## src/rtl/tx_gate_pkg.sv

```systemverilog
package tx_gate_pkg;
    typedef enum logic {
        GATE_OUTPUT = 1'b0,
        GATE_DSP    = 1'b1
    } gate_mode_e;

    typedef struct packed {
        logic ready;
        logic load;
        logic blank;
    } gate_decision_t;

    function automatic gate_decision_t decide(gate_mode_e mode, logic active,
                                              logic drop, logic valid, logic room);
        gate_decision_t d;
        d.ready = room;
        d.load  = valid & room;
        d.blank = 1'b0;
        if (mode == GATE_OUTPUT) begin
            d.blank = ~active;
        end else if (!active) begin
            d.ready = drop;
            d.load  = 1'b0;
        end
        return d;
    endfunction
endpackage

```

## src/rtl/tx_gate_policy.sv

```systemverilog
module tx_gate_policy
    import tx_gate_pkg::*;
(
    input  gate_mode_e     mode,
    input  logic           trig_active,
    input  logic           drop_en,
    input  logic           in_valid,
    input  logic           room,
    output gate_decision_t dec
);
    always_comb dec = decide(mode, trig_active, drop_en, in_valid, room);
endmodule

```

## src/rtl/tx_gate_stage.sv

```systemverilog
module tx_gate_stage #(
    parameter int DATA_W = 16
) (
    input  logic              clk,
    input  logic              rst,
    input  logic              load,
    input  logic              blank,
    input  logic [DATA_W-1:0] in_data,
    input  logic              out_ready,
    output logic              out_valid,
    output logic [DATA_W-1:0] out_data,
    output logic              room
);
    logic              vld_q;
    logic [DATA_W-1:0] dat_q;

    assign room      = ~vld_q | out_ready;
    assign out_valid = vld_q;
    assign out_data  = dat_q;

    always_ff @(posedge clk) begin
        if (rst) begin
            vld_q <= 1'b0;
            dat_q <= '0;
        end else if (room) begin
            vld_q <= load;
            if (load) dat_q <= blank ? '0 : in_data;
        end
    end
endmodule

```

## src/rtl/tx_gate_counter.sv

```systemverilog
module tx_gate_counter #(
    parameter int CNT_W = 64
) (
    input  logic             clk,
    input  logic             rst,
    input  logic             inc,
    output logic [CNT_W-1:0] count
);
    localparam logic [CNT_W-1:0] ONE = CNT_W'(1);

    always_ff @(posedge clk) begin
        if (rst)      count <= '0;
        else if (inc) count <= count + ONE;
    end
endmodule

```

## src/rtl/tx_trig_gate.sv

```systemverilog
module tx_trig_gate
    import tx_gate_pkg::*;
#(
    parameter int DATA_W = 16,
    parameter int CNT_W  = 64
) (
    input  logic              clk,
    input  logic              rst,
    input  logic              trig_active,
    input  logic              gate_mode,
    input  logic              drop_en,
    input  logic              in_valid,
    output logic              in_ready,
    input  logic [DATA_W-1:0] in_data,
    output logic              out_valid,
    input  logic              out_ready,
    output logic [DATA_W-1:0] out_data,
    output logic [CNT_W-1:0]  sample_count
);
    gate_mode_e     mode_q;
    gate_decision_t dec;
    logic           room;

    always_ff @(posedge clk) begin
        if (rst)             mode_q <= GATE_OUTPUT;
        else if (!out_valid) mode_q <= gate_mode_e'(gate_mode);
    end

    tx_gate_policy u_policy (
        .mode(mode_q), .trig_active(trig_active), .drop_en(drop_en),
        .in_valid(in_valid), .room(room), .dec(dec)
    );

    assign in_ready = dec.ready;

    tx_gate_stage #(.DATA_W(DATA_W)) u_stage (
        .clk(clk), .rst(rst), .load(dec.load), .blank(dec.blank),
        .in_data(in_data), .out_ready(out_ready), .out_valid(out_valid),
        .out_data(out_data), .room(room)
    );

    tx_gate_counter #(.CNT_W(CNT_W)) u_count (
        .clk(clk), .rst(rst), .inc(out_valid & out_ready), .count(sample_count)
    );
endmodule

```

## config.mk

```make
export PLATFORM = sky130hd
export DESIGN_NAME = tx_trig_gate
export DESIGN_NICKNAME = d
export VERILOG_FILES = /design/src/rtl/tx_gate_pkg.sv /design/src/rtl/tx_gate_policy.sv /design/src/rtl/tx_gate_stage.sv /design/src/rtl/tx_gate_counter.sv /design/src/rtl/tx_trig_gate.sv
export SDC_FILE = /design/constraint.sdc
export NUM_CORES = 1
export LEC_CHECK = 0
export ABC_AREA = 1
export CAP_MARGIN = 30
export CELL_PAD_IN_SITES_DETAIL_PLACEMENT = 1
export CELL_PAD_IN_SITES_GLOBAL_PLACEMENT = 1
export CORE_UTILIZATION = 30
export CTS_CLUSTER_SIZE = 30
export DETAILED_ROUTE_END_ITERATION = 10
export DONT_BUFFER_PORTS = 1
export PLACE_DENSITY = 0.6
export SETUP_SLACK_MARGIN = 0.3
export SLEW_MARGIN = 10
export SYNTH_ARGS = -nofsm -noshare
export SYNTH_HDL_FRONTEND = slang
export SYNTH_SLANG_ARGS = --single-unit
```

## constraint.sdc

```tcl
create_clock -name clk -period 1.65 [get_ports clk]
set_input_delay 0.495 -clock clk [delete_from_list [all_inputs] [get_ports clk]]
set_output_delay 0.495 -clock clk [all_outputs]
set_load 0.005 [all_outputs]
```

==> results of run 1 <==
-- report_power, final --
part	internal (mW)	switching [mW]
combinational	0.0865	0.119
sequential	1.94	0.0314
clock	1.14	0.984
total	3.16	1.13
-- worst register-to-register path: cells and delay by family (launching register included) --
family	cells	cell delay [ps]
compound gates	1	210
simple gates	7	1100
flops	1	400
-- stage by stage --
step | util [%] | hold WS [ps] | instances | setup TNS [ps] | area, µm²
3_3_place_gp | 38.23 | 466.9 | 987 | -117.5 | 5640
6_report | 55.26 | 200.5 | 1074 | -518.4 | 8153
2_1_floorplan | - | 460.0 | 712 | 0 | 4661
3_5_place_dp | 38.23 | 474.0 | 987 | -322.0 | 5640
5_1_grt | 55.26 | 191.9 | 1074 | -2040 | 8153
4_1_cts | 48.40 | 199.5 | 1036 | -124.5 | 7141
-- what timing repair did --
item | in CTS | in global routing
resized for setup | 309 | 210
endpoints found under the setup margin | 119 | 114
gates cloned | 1 | 0
buffers inserted | 32 | 38
endpoints found under the hold margin | 0 | 0
pin swaps | 74 | 102
-- flip-flops by register name (all words and copies together), names as in the netlist --
signal and count:
u_stage.out_data 16, mode_q 1, u_stage.out_valid 1, u_count.count 64
-- cell usage after synthesis, types with 11 or more instances --
| cell | instances | area [µm²] |
|---|---|---|
| xor2_1 | 11 | 96.34 |
| nand2_2 | 12 | 75.07 |
| nand2_1 | 183 | 686.9 |
| o21ai_0 | 21 | 105.1 |
| nand3b_1 | 16 | 120.1 |
| nand3_1 | 30 | 150.1 |
| dfxtp_1 | 82 | 1642 |
| nor2_1 | 148 | 555.5 |
| a21oi_1 | 47 | 235.2 |
| nand4_1 | 14 | 87.58 |
| inv_1 | 65 | 244.0 |
| nor2_2 | 20 | 125.1 |
-- layout make-up --
| type | instances | area [µm²] | share of cell area [%] |
|---|---|---|---|
| inverter | 69 | 272.8 | 3.346 |
| clock buffer | 10 | 250.2 | 3.069 |
| sequential | 82 | 1827 | 22.41 |
| clock inverter | 6 | 51.30 | 0.6292 |
| tap | 184 | 230.2 | 2.824 |
| timing repair buffer | 176 | 1758 | 21.56 |
| multi-input combinational | 547 | 3764 | 46.16 |
-- per-layer routing --
metal  GRT usage (%)  vias to the layer above  wire [µm]  part of all wire, %
li1                -                     2615          -                    -
met1           29.82                     2802       8740                   39
met2           46.54                      168      11490                   52
met4           9.142                        0        966                  4.4
met3           4.503                       67        939                  4.2
met5               0                        -          0                    0
-- final timing paths --
path | from | to | slack, ps | depth (start not counted)
min reg2reg | u_stage.out_data[6] | u_stage.out_data[6] | 470 | 2
max | u_count.count[13] | u_count.count[36] | -140 | 8
min | rst | u_stage.out_valid | 200 | 1
max reg2reg | u_count.count[13] | u_count.count[36] | -140 | 8
-- kinds of logic (layout without fill, tap and decap cells) --
group                      after synthesis  after routing  share of synthesized area (%)
adders and majority gates                1              1                         0.2718
DFF                                     82             82                          35.67
muxes                                    1              1                         0.2447
and+or+nand+nor                        451            452                          44.67
AOI/OAI and AO/OA                       81             81                          9.706
xor gates and xnor gates                12             12                          2.284
buffers and inverters                   84            261                          7.151
==> run_results.csv, run 1 <==
group,metric,value,unit
run_status,outcome,"finished with violations",
run_status,violations,"negative setup slack",
cells_and_area,num-nets-final,909,
synthesis,synth_nets,736,
die,dieHeight,125.9,µm
die,placementRows,44,
setup_path,worstPathArrival,2070,ps
clocking,numCtsBuffers,9,
clocking,cts_buffer_depth,2,
die,ios,105,
setup_path,cp_common_cell,"nand2_1",
routing,dr.pass1.iters,6,
pwr,ir_drop,0.4857,mV
setup_path,slowest_delay,400,ps
timing,hold_violations,0,
synthesis,async_flop_share,0,%
place,dp_hpwl,14.36,mm
clocking,htree_levels,3,
setup_path,crit_path_start_kind,"flop",
routing,dr.first_iter.drc_count,260,
cells_and_area,drive_gt1_share,58.54,%
timing,setup_ws,-138.7,ps
setup_path,crit_buf_inv,0,
cells_and_area,n_antenna_cell,0,
global_route,grt_pass1_wl,30.97,mm
die,die_w,125.9,µm
pwr,finalPower,4.298,mW
cells_and_area,synthToLayoutAreaGrowth,77.16,%
timing,finalSetupViolations,10,
global_route,grt_max_degree,42,
place,gp_congestion,0.8587,
routing,wl_per_cell,20.61,µm
place,io_buffer_count,0,
global_route,grt.total_usage,25.51,%
timing,rsz0062_at_grt,"true",
timing,finClkSkew,8.030,ps
synthesis,synth-seq-cells,82,
synthesis,syn_area_per_cell,6.463,µm²
synthesis,synthCells,712,
setup_path,crit_path_end_kind,"flop",
timing,slew_viol_final,0,
clocking,hold_buffers,0,
setup_path,worstSetupPathType,"flop to flop",
routing,detail-route-antenna-nets,0,
global_route,grt_pass1_vias,5676,
global_route,grt_overflow,0,
cells_and_area,final_common_cell,"nand2_1",
routing,viasPerCell,5.263,
synthesis,synth_area,0.004602,mm²
setup_path,crit_family,"simple AND/OR/NAND/NOR gates",
place,pre_cts_ws,-77.06,ps
timing,fmax,559.1,MHz
setup_path,required,1930,ps
setup_path,crit_chain,"nand2_1, nor2_1, nand2_1, nor2_2, nand2_4, o21bai_1, nand2_1, nor2_1",
timing,period_share,108.4,%
clocking,clock_latency,360,ps
pwr,leakage,3.417,nW
synthesis,yosys_warnings,0,
cells_and_area,fillers,1739,
timing,worst_pin_slew,335.9,ps
timing,min_period,1789,ps
clocking,cts_tree,"done",
routing,num_vias,5652,
pwr,p_per_area,527.1,mW/mm²
die,start_util,31.19,%
die,core_region_area,0.01475,mm²
setup_path,slowest_stage,"dfxtp_4",
cells_and_area,most-common-layout-cells,"nand2_1 (102), buf_6 (101), nor2_1 (88), buf_4 (70), nor2_4 (59)",
synthesis,yosysUniqueCellTypes,34,
clocking,clk_pin_slew,70,ps
setup_path,path_max_fanout,5,
synthesis,ys_seq_area_share,35.67,%
min_path,hold_class,"input pin to flop",
global_route,antenna_found_initial,0,
synthesis,ys.flop_type,"dfxtp_1",
clocking,cts_sinks,82,
clocking,cts_root_buf,"clkbuf_16",
die,die-area,0.01584,mm²
run,max-cap-violations,0,
synthesis,synth_edf_count,0,
routing,drc,0,
timing,maxSlewHeadroom,77.61,%
routing,finalWirelength,22.14,mm
Note: power is estimated with default switching activity, not from simulation.
==> inputs of run 2 (changes only) <==
--- a/config.mk
+++ b/config.mk
@@ -9,11 +9,12 @@
 export CAP_MARGIN = 30
 export CELL_PAD_IN_SITES_DETAIL_PLACEMENT = 1
 export CELL_PAD_IN_SITES_GLOBAL_PLACEMENT = 1
+export CORE_ASPECT_RATIO = 0.6
 export CORE_UTILIZATION = 30
 export CTS_CLUSTER_SIZE = 30
 export DETAILED_ROUTE_END_ITERATION = 10
 export DONT_BUFFER_PORTS = 1
-export PLACE_DENSITY = 0.6
+export PLACE_DENSITY = 0.62
 export SETUP_SLACK_MARGIN = 0.3
 export SLEW_MARGIN = 10
 export SYNTH_ARGS = -nofsm -noshare
==> run_results.csv, run 2 (synthesized netlist as in run 1, its figures left out) <==
group,metric,value,unit
cells_and_area,largest-register,"u_count.count",
routing,finalWirelength,27.67,mm
cells_and_area,drive_gt1_share,61.24,%
timing,finClkSkew,10.43,ps
timing,finalSetupViolations,28,
setup_path,r2r_cells,9,
place,gp_congestion,0.9363,
clocking,hold_buffers,0,
routing,drc,0,
die,die-area,0.01586,mm²
timing,maxSlewHeadroom,70.57,%
setup_path,worstPathArrival,1370,ps
global_route,grt_overflow,0,
routing,wl_per_cell,24.33,µm
die,die_w,161.9,µm
place,pre_cts_ws,-67.02,ps
pwr,ir_drop,0.4335,mV
place,dpl_cell_area,0.005668,mm²
clocking,clock_latency,360,ps
global_route,grt_max_degree,42,
global_route,grt.total_usage,28.91,%
global_route,grt_pass1_wl,34.47,mm
cells_and_area,largest_reg_flops,64,
setup_path,path_max_fanout,3,
min_path,hold_class,"input pin to flop",
clocking,numCtsBuffers,9,
routing,viasPerCell,5.506,
die,start_util,31.26,%
die,core_region_area,0.01472,mm²
die,placementRows,34,
routing,dr.pass1.iters,5,
timing,worst_pin_slew,441.5,ps
global_route,antenna_found_initial,0,
clocking,cts_tree,"done",
place,io_buffer_count,0,
place,dp_hpwl,14.94,mm
run,max-cap-violations,0,
routing,num_vias,6260,
clocking,cts_root_buf,"clkbuf_16",
timing,hold_violations,0,
run_status,violations,"negative setup slack",
clocking,clk_pin_slew,60,ps
global_route,grt_pass1_vias,5926,
setup_path,crit_path_start_kind,"flop",
routing,detail-route-antenna-nets,0,
pwr,p_per_area,487.7,mW/mm²
timing,period_share,112.9,%
timing,fmax,536.6,MHz
setup_path,required,1150,ps
timing,setup_ws,-213.6,ps
pwr,finalPower,4.262,mW
pwr,leakage,3.642,nW
cells_and_area,most-common-layout-cells,"buf_6 (129), nand2_1 (107), buf_4 (91), nor2_1 (83), nor2_4 (65)",
setup_path,crit_path_end_kind,"primary output",
cells_and_area,final_common_cell,"buf_6",
cells_and_area,num-nets-final,958,
clocking,cts_buffer_depth,2,
run_status,outcome,"finished with violations",
timing,rsz0062_at_grt,"true",
die,ios,105,
die,dieHeight,97.94,µm
clocking,htree_levels,3,
timing,min_period,1864,ps
cells_and_area,n_antenna_cell,0,
min_path,whs_path_depth,1,
timing,fin_tns_setup,-2392,ps
cells_and_area,stdcell_area,0.008738,mm²
timing,hold_ws,198.8,ps
timing,slew_viol_final,0,
cells_and_area,synthToLayoutAreaGrowth,89.89,%
clocking,cts_sinks,82,
setup_path,worstSetupPathType,"flop to primary output",
routing,dr.first_iter.drc_count,421,
[run 2: repair_timing]
item                                   4_1_cts  5_1_grt
pin swaps                                   96       83
gates resized for setup                    370      195
endpoints found under the hold margin        0        0
gates cloned                                 0        1
setup buffers                               68       48
setup endpoints to repair                  122      127
[run 2: path summary, 6_finish.rpt]
kind	start	endpoint	slack (ps)
worst min-delay path	rst	u_stage.out_data[4]	200
worst max-delay path	mode_q	in_ready	-210
worst max register to register	u_count.count[13]	u_count.count[56]	-190
worst min register to register	u_stage.out_data[13]	u_stage.out_data[13]	480
[run 2: through the flow]
stage / instances / util [%]
after global placement: 1004 / 38.51
final: 1137 / 59.37
after global routing: 1137 / 59.37
after CTS: 1088 / 51.85
after floorplan: 712 / -
after detailed placement: 1004 / 38.51
[run 2: layer usage]
metal	vias up	share of wire [%]	track usage, %
met5	-	0	0
met1	3131	41	38.90
met3	109	8.1	6.585
li1	2711	-	-
met4	0	4.7	9.507
met2	309	46	45.56
[run 2: worst max-delay path, cell delays in order (launching register included)]
cell and delay, ps:
dfxtp_1 450, nand2_2 200, mux2_4 360
[run 2: layout make-up]
cell class	count	area [µm²]
sequential	82	1826
tap	198	247.7
clock buffer	12	266.5
fill	1706	5981
timing repair buffer	225	2236
inverter	69	274.0
multi-input combinational	547	3865
clock inverter	4	23.77
[run 2: power breakdown]
group | leakage [nW] | internal, mW | total, mW | switching [mW]
Sequential | 0.707 | 1.94 | 1.97 | 0.0344
Clock | 0.145 | 1.14 | 2.07 | 0.932
Combinational | 2.79 | 0.0771 | 0.215 | 0.138
Total | 3.64 | 3.16 | 4.26 | 1.10
